===== config.mk =====
export PLATFORM = sky130hd
export DESIGN_NAME = nec_ir_decoder
export DESIGN_NICKNAME = d
export VERILOG_FILES = /design/src/rtl/nec_pkg.sv /design/src/rtl/nec_win_classify.sv /design/src/rtl/nec_bit_collect.sv /design/src/rtl/nec_seq_fsm.sv /design/src/rtl/nec_ir_decoder.sv
export SDC_FILE = /design/constraint.sdc
export NUM_CORES = 1
export LEC_CHECK = 0
export ABC_AREA = 0
export BUFFER_PORTS_ARGS = -buffer_cell sky130_fd_sc_hd__buf_2
export CORE_MARGIN = 2
export CORE_UTILIZATION = 58
export CTS_BUF_LIST = sky130_fd_sc_hd__clkbuf_4 sky130_fd_sc_hd__clkbuf_8 sky130_fd_sc_hd__clkbuf_16
export CTS_CLUSTER_DIAMETER = 50
export DETAILED_ROUTE_END_ITERATION = 8
export PLACE_DENSITY = 0.8
export RECOVER_POWER = 25
export SYNTH_ARGS = -nofsm -noshare
export SYNTH_HDL_FRONTEND = slang
export SYNTH_HIERARCHICAL = 1
export SYNTH_SLANG_ARGS = --single-unit

===== constraint.sdc =====
create_clock -name clk -period 2.72 [get_ports clk]
set_input_delay 0.272 -clock clk [delete_from_list [all_inputs] [get_ports clk]]
set_output_delay 0.272 -clock clk [all_outputs]
set_load 0.05 [all_outputs]

===== src/rtl/nec_pkg.sv =====
package nec_pkg;

    localparam int UC_W   = 16;
    localparam int DAT_W  = 8;
    localparam int NBITS  = UC_W + 2 * DAT_W;

    // tolerance windows, inclusive, microseconds
    localparam int NWIN      = 7;
    localparam int W_LEAD_LO = 0;
    localparam int W_LEAD_HI = 1;
    localparam int W_RPT_HI  = 2;
    localparam int W_SHORT   = 3;
    localparam int W_LONG    = 4;
    localparam int W_GAP_A   = 5;
    localparam int W_GAP_B   = 6;

    localparam int unsigned WIN_LO [NWIN] = '{8000, 4000, 2000, 390, 1300, 30000, 95000};
    localparam int unsigned WIN_HI [NWIN] = '{10000, 5000, 2500, 730, 2000, 55000, 98000};

    typedef enum logic [2:0] {
        ST_IDLE,
        ST_PRELOAD,
        ST_USER,
        ST_DATA,
        ST_SEQ
    } nec_state_e;

    typedef enum logic [1:0] {
        SQ_STOP,
        SQ_GAP,
        SQ_LEAD,
        SQ_HEAD
    } nec_seq_e;

    function automatic logic chk_ok(input logic [DAT_W-1:0] dat, input logic [DAT_W-1:0] inv);
        return (dat == ~inv);
    endfunction

endpackage


===== src/rtl/nec_win_classify.sv =====
module nec_win_classify
    import nec_pkg::*;
#(
    parameter int DUR_W = 17
) (
    input  logic [DUR_W-1:0] dur,
    output logic [NWIN-1:0]  hit
);

    for (genvar g = 0; g < NWIN; g++) begin : g_win
        assign hit[g] = (32'(dur) >= WIN_LO[g]) && (32'(dur) <= WIN_HI[g]);
    end

endmodule


===== src/rtl/nec_bit_collect.sv =====
module nec_bit_collect #(
    parameter int NB = 32,
    localparam int CW = $clog2(NB + 1)
) (
    input  logic          clk,
    input  logic          rst,
    input  logic          clr,
    input  logic          shift_en,
    input  logic          bit_in,
    output logic [NB-1:0] word,
    output logic [CW-1:0] cnt
);

    always_ff @(posedge clk) begin
        if (rst || clr) begin
            word <= '0;
            cnt  <= '0;
        end else if (shift_en) begin
            word <= {bit_in, word[NB-1:1]};
            cnt  <= cnt + CW'(1);
        end
    end

endmodule


===== src/rtl/nec_seq_fsm.sv =====
module nec_seq_fsm
    import nec_pkg::*;
#(
    localparam int CW = $clog2(NBITS + 1)
) (
    input  logic              clk,
    input  logic              rst,
    input  logic              pulse_vld,
    input  logic              pulse_lvl,
    input  logic [NWIN-1:0]   hit,
    input  logic [NBITS-1:0]  word,
    input  logic [CW-1:0]     cnt,
    output logic              shift_en,
    output logic              shift_bit,
    output logic              clr,
    output logic              frame_vld,
    output logic              rpt_vld,
    output logic [UC_W-1:0]   user_code,
    output logic [DAT_W-1:0]  data_byte,
    output nec_state_e        state
);

    nec_state_e st_n;
    nec_seq_e   sq, sq_n;
    logic       exp_hi, exp_hi_n;
    logic       fv_n, rv_n;

    logic [DAT_W-1:0] dat_f, inv_f;
    assign dat_f = word[UC_W +: DAT_W];
    assign inv_f = word[UC_W+DAT_W +: DAT_W];

    always_comb begin
        st_n      = state;
        sq_n      = sq;
        exp_hi_n  = exp_hi;
        shift_en  = 1'b0;
        shift_bit = 1'b0;
        clr       = 1'b0;
        fv_n      = 1'b0;
        rv_n      = 1'b0;
        unique case (state)
            ST_IDLE: begin
                if (pulse_vld && !pulse_lvl && hit[W_LEAD_LO]) st_n = ST_PRELOAD;
            end
            ST_PRELOAD: begin
                if (pulse_vld) begin
                    if (pulse_lvl && hit[W_LEAD_HI]) begin
                        st_n     = ST_USER;
                        clr      = 1'b1;
                        exp_hi_n = 1'b0;
                    end else begin
                        st_n = ST_IDLE;
                    end
                end
            end
            ST_USER, ST_DATA: begin
                if (state == ST_DATA && cnt == CW'(NBITS)) begin
                    if (chk_ok(dat_f, inv_f)) begin
                        fv_n = 1'b1;
                        st_n = ST_SEQ;
                        sq_n = SQ_STOP;
                    end else begin
                        st_n = ST_IDLE;
                    end
                end else if (pulse_vld) begin
                    if (!exp_hi) begin
                        if (!pulse_lvl && hit[W_SHORT]) exp_hi_n = 1'b1;
                        else                            st_n     = ST_IDLE;
                    end else if (pulse_lvl && (hit[W_SHORT] || hit[W_LONG])) begin
                        shift_en  = 1'b1;
                        shift_bit = hit[W_LONG];
                        exp_hi_n  = 1'b0;
                        if (state == ST_USER && cnt == CW'(UC_W - 1)) st_n = ST_DATA;
                    end else begin
                        st_n = ST_IDLE;
                    end
                end
            end
            ST_SEQ: begin
                if (pulse_vld) begin
                    unique case (sq)
                        SQ_STOP: if (!pulse_lvl && hit[W_SHORT]) sq_n = SQ_GAP;
                                 else st_n = ST_IDLE;
                        SQ_GAP:  if (pulse_lvl && (hit[W_GAP_A] || hit[W_GAP_B])) sq_n = SQ_LEAD;
                                 else st_n = ST_IDLE;
                        SQ_LEAD: if (!pulse_lvl && hit[W_LEAD_LO]) sq_n = SQ_HEAD;
                                 else st_n = ST_IDLE;
                        SQ_HEAD: begin
                            if (pulse_lvl && hit[W_RPT_HI]) begin
                                rv_n = 1'b1;
                                sq_n = SQ_STOP;
                            end else if (pulse_lvl && hit[W_LEAD_HI]) begin
                                st_n     = ST_USER;
                                clr      = 1'b1;
                                exp_hi_n = 1'b0;
                            end else begin
                                st_n = ST_IDLE;
                            end
                        end
                        default: st_n = ST_IDLE;
                    endcase
                end
            end
            default: st_n = ST_IDLE;
        endcase
    end

    always_ff @(posedge clk) begin
        if (rst) begin
            state     <= ST_IDLE;
            sq        <= SQ_STOP;
            exp_hi    <= 1'b0;
            frame_vld <= 1'b0;
            rpt_vld   <= 1'b0;
            user_code <= '0;
            data_byte <= '0;
        end else begin
            state     <= st_n;
            sq        <= sq_n;
            exp_hi    <= exp_hi_n;
            frame_vld <= fv_n;
            rpt_vld   <= rv_n;
            if (fv_n) begin
                user_code <= word[UC_W-1:0];
                data_byte <= dat_f;
            end
        end
    end

endmodule


===== src/rtl/nec_ir_decoder.sv =====
module nec_ir_decoder
    import nec_pkg::*;
#(
    parameter int DUR_W = 17
) (
    input  logic              clk,
    input  logic              rst,
    input  logic              pulse_vld,
    input  logic              pulse_lvl,
    input  logic [DUR_W-1:0]  pulse_us,
    output logic              frame_vld,
    output logic [UC_W-1:0]   user_code,
    output logic [DAT_W-1:0]  data_byte,
    output logic              rpt_vld
);

    localparam int CW = $clog2(NBITS + 1);

    logic [NWIN-1:0]  hit;
    logic [NBITS-1:0] word;
    logic [CW-1:0]    cnt;
    logic             shift_en, shift_bit, clr;
    nec_state_e       state;

    nec_win_classify #(.DUR_W(DUR_W)) i_cls (
        .dur (pulse_us),
        .hit (hit)
    );

    nec_bit_collect #(.NB(NBITS)) i_col (
        .clk      (clk),
        .rst      (rst),
        .clr      (clr),
        .shift_en (shift_en),
        .bit_in   (shift_bit),
        .word     (word),
        .cnt      (cnt)
    );

    nec_seq_fsm i_fsm (
        .clk       (clk),
        .rst       (rst),
        .pulse_vld (pulse_vld),
        .pulse_lvl (pulse_lvl),
        .hit       (hit),
        .word      (word),
        .cnt       (cnt),
        .shift_en  (shift_en),
        .shift_bit (shift_bit),
        .clr       (clr),
        .frame_vld (frame_vld),
        .rpt_vld   (rpt_vld),
        .user_code (user_code),
        .data_byte (data_byte),
        .state     (state)
    );

endmodule


==> out/qor.yml <==
finalSetupViolCount: 0
crit_arrival_ps: 2620
die-width_um: 82.86
drtIter0Drc: 189
rsz0062_at_grt: "false"
cts_tree: "done"
drc: 0
hold_viol: 0
nFillCells: 512
start_util: 0.6057
post_drt_wl_per_cell_um: 14.16
yosysWarnings: 6
cp-start-kind: "primary input"
viasPerCell: 5.695
die_area_um2: 6866
max_freq_ghz: 0.4270
p_per_area_nw_per_um2: 538.8
cts_hold_buf: 0
status: "complete, no violations"
finalSetupTns_ps: 0
layout-area-overhead-vs-synth_pct: 13.77
cpMaxStageDelayCell: "or4_4"
placement.io_buffers: 46
ys_ff_latch: 70
ios: 47
yosysSeqAreaShare: 0.3885
crit_family: "simple AND/OR/NAND/NOR gates"
leakage_nw: 1.439
antenna_found_initial: 0
overflow: 0
report.final.slew_viol_count: 0
routabilityCongestion: 0.8919
max_slew_margin: 0.5913
drive_above_1_share: 0.1375
clockBufferDepth: 2
cts-buffers-inserted: 9
cpPeakStageDelay_ps: 580
cts.sinks: 70
wl_um: 7858
crit_path_cell_trace: "buf_2 -> or4_4 -> nor3_4 -> nand2b_1 -> a21oi_1 -> o211ai_1 -> nor2_4 -> nand4_2 -> or3_1 -> a21oi_1"
worst_pin_slew_ps: 615.7
dp_hpwl_um: 5523
hold_class: "in -> reg"
cts_resized: 0
synthCells: 436
synth-main-ff-cell: "dfxtp_1"
grt_pass1_wl_um: 13730
core_um2: 5956
track_usage: 0.2386
grt_max_degree: 36
synth_edf_count: 0
syn_area_per_cell_um2: 8.273
stdcell_area_um2: 4104
worst-path-buf-inv: 1
htree_levels: 3
crit_top_cell: "a21oi_1"
finalCritPeriodShare: 0.8610
synth_cell_types: 64
placed_area_um2: 3882
clk_pin_slew_ps: 80
syn_nets: 462
n_antenna_cell: 0
vdd_ir_drop_max_mv: 0.4674
critPathCaptureType: "flip-flop"
holdWs_ps: 289.3
ant_nets: 0
maxCapViolCount: 0
fin_util: 0.6891
cp.required_ps: 3000
critical_path_peak_fanout: 5
min_period_ps: 2342
fp-row-count: 28
die_h_um: 82.86
nNetsFinal: 501
drtPass1Iterations: 4
crit_type: "in -> reg"
cts_setup_buffers: 0
vias: 3161
ys_async_sr_fraction: 0
fin_worst_skew_ps: 8.142
insertion_delay_ps: 350
cts-root-buf: "clkbuf_8"
synth_area_um2: 3607
grt_pass1_vias: 3068
-- metrics by stage --
step	worst slack, ps	std cells	power [mW]
3_5_place_dp	65.32	539	1.195
3_3_place_gp	142.1	539	1.192
2_1_floorplan	360.7	436	1.153
6_report	378.1	555	2.211
4_1_cts	396.2	555	2.223
5_1_grt	242.5	555	2.287
-- flip-flops by register name, summed over array words and instances, names as in the netlist --
name             flops
i_col/cnt            6
i_col/word          32
i_fsm/data_byte      8
i_fsm/exp_hi         1
i_fsm/frame_vld      1
i_fsm/rpt_vld        1
i_fsm/sq             2
i_fsm/state          3
i_fsm/user_code     16
-- synthesized netlist by cell type, types with 8 or more instances --
cell type | number | area share
mux2i_1 | 35 | 0.097
dfxtp_1 | 70 | 0.39
nor2_1 | 54 | 0.056
nand3_1 | 10 | 0.014
nor3_1 | 9 | 0.012
nand2_1 | 69 | 0.072
clkbuf_1 | 14 | 0.015
a21oi_1 | 38 | 0.053
buf_2 | 8 | 0.011
o21ai_0 | 14 | 0.019
xor2_1 | 8 | 0.019
-- cells by family (layout without fill, tap and decap cells) --
family / Yosys count / count (layout) / share of synthesized area
XOR/XNOR: 13 / 13 / 0.03156
adder cells (fa/ha/maj): 5 / 5 / 0.01734
AND/OR/NAND/NOR: 189 / 189 / 0.2584
AO/OA/AOI/OAI: 89 / 89 / 0.1544
multiplexers: 35 / 35 / 0.09712
flip-flops: 70 / 70 / 0.3885
buffers and inverters: 35 / 79 / 0.05272
-- area by class of cell --
| type | count | area (µm²) | area share |
|---|---|---|---|
| Clock buffer | 11 | 145.1 | 0.03537 |
| Clock inverter | 5 | 106.4 | 0.02591 |
| Inverter | 5 | 18.77 | 0.004573 |
| Multi-Input combinational cell | 331 | 2023 | 0.4930 |
| Sequential cell | 70 | 1401 | 0.3415 |
| Tap cell | 75 | 93.84 | 0.02287 |
| Timing Repair Buffer | 58 | 315.3 | 0.07683 |
-- routing by layer --
layer / up-vias / global-route usage / wire length [µm]
met3: 14 / 0.05964 / 392
met2: 93 / 0.3959 / 3739
met4: 0 / 0.1043 / 151
met1: 1448 / 0.2932 / 3575
li1: 1606 / - / -
met5: - / 0 / 0
-- power by group --
| part | switching (mW) | internal, mW | leakage [nW] | total, mW |
|---|---|---|---|---|
| Combinational | 0.0858 | 0.0517 | 0.753 | 0.137 |
| Sequential | 0.00886 | 1.03 | 0.564 | 1.04 |
| Clock | 0.392 | 0.646 | 0.123 | 1.04 |
| Total | 0.486 | 1.72 | 1.44 | 2.21 |
-- placed cells by master, fill, tap and decap left out, types with 8 or more instances in the layout --
cell	count
a21oi_1	38
buf_2	22
buf_4	10
clkbuf_1	24
clkbuf_8	10
dfxtp_1	70
mux2i_1	35
nand2_1	69
nand3_1	10
nor2_1	53
nor3_1	9
o21ai_0	14
xor2_1	8
-- worst reg2reg max path, stage by stage (launching register included) --
cell,delay [ps]
dfxtp_1,490
nand2b_2,160
or4_4,590
or4_1,540
buf_4,220
nand2_1,90
a21oi_1,70
-- path summary, 6_finish.rpt --
| check | start | end | slack [ps] | depth (start not counted) |
|---|---|---|---|---|
| setup reg to reg | i_fsm/state[1] | i_fsm/user_code[13] | 440 | 6 |
| setup / recovery | pulse_us[14] | i_col/cnt[5] | 380 | 10 |
| hold reg to reg | i_fsm/user_code[9] | i_fsm/user_code[9] | 460 | 2 |
| hold / removal | pulse_vld | i_fsm/rpt_vld | 290 | 3 |
No activity file was read; power rests on OpenSTA's default activity.
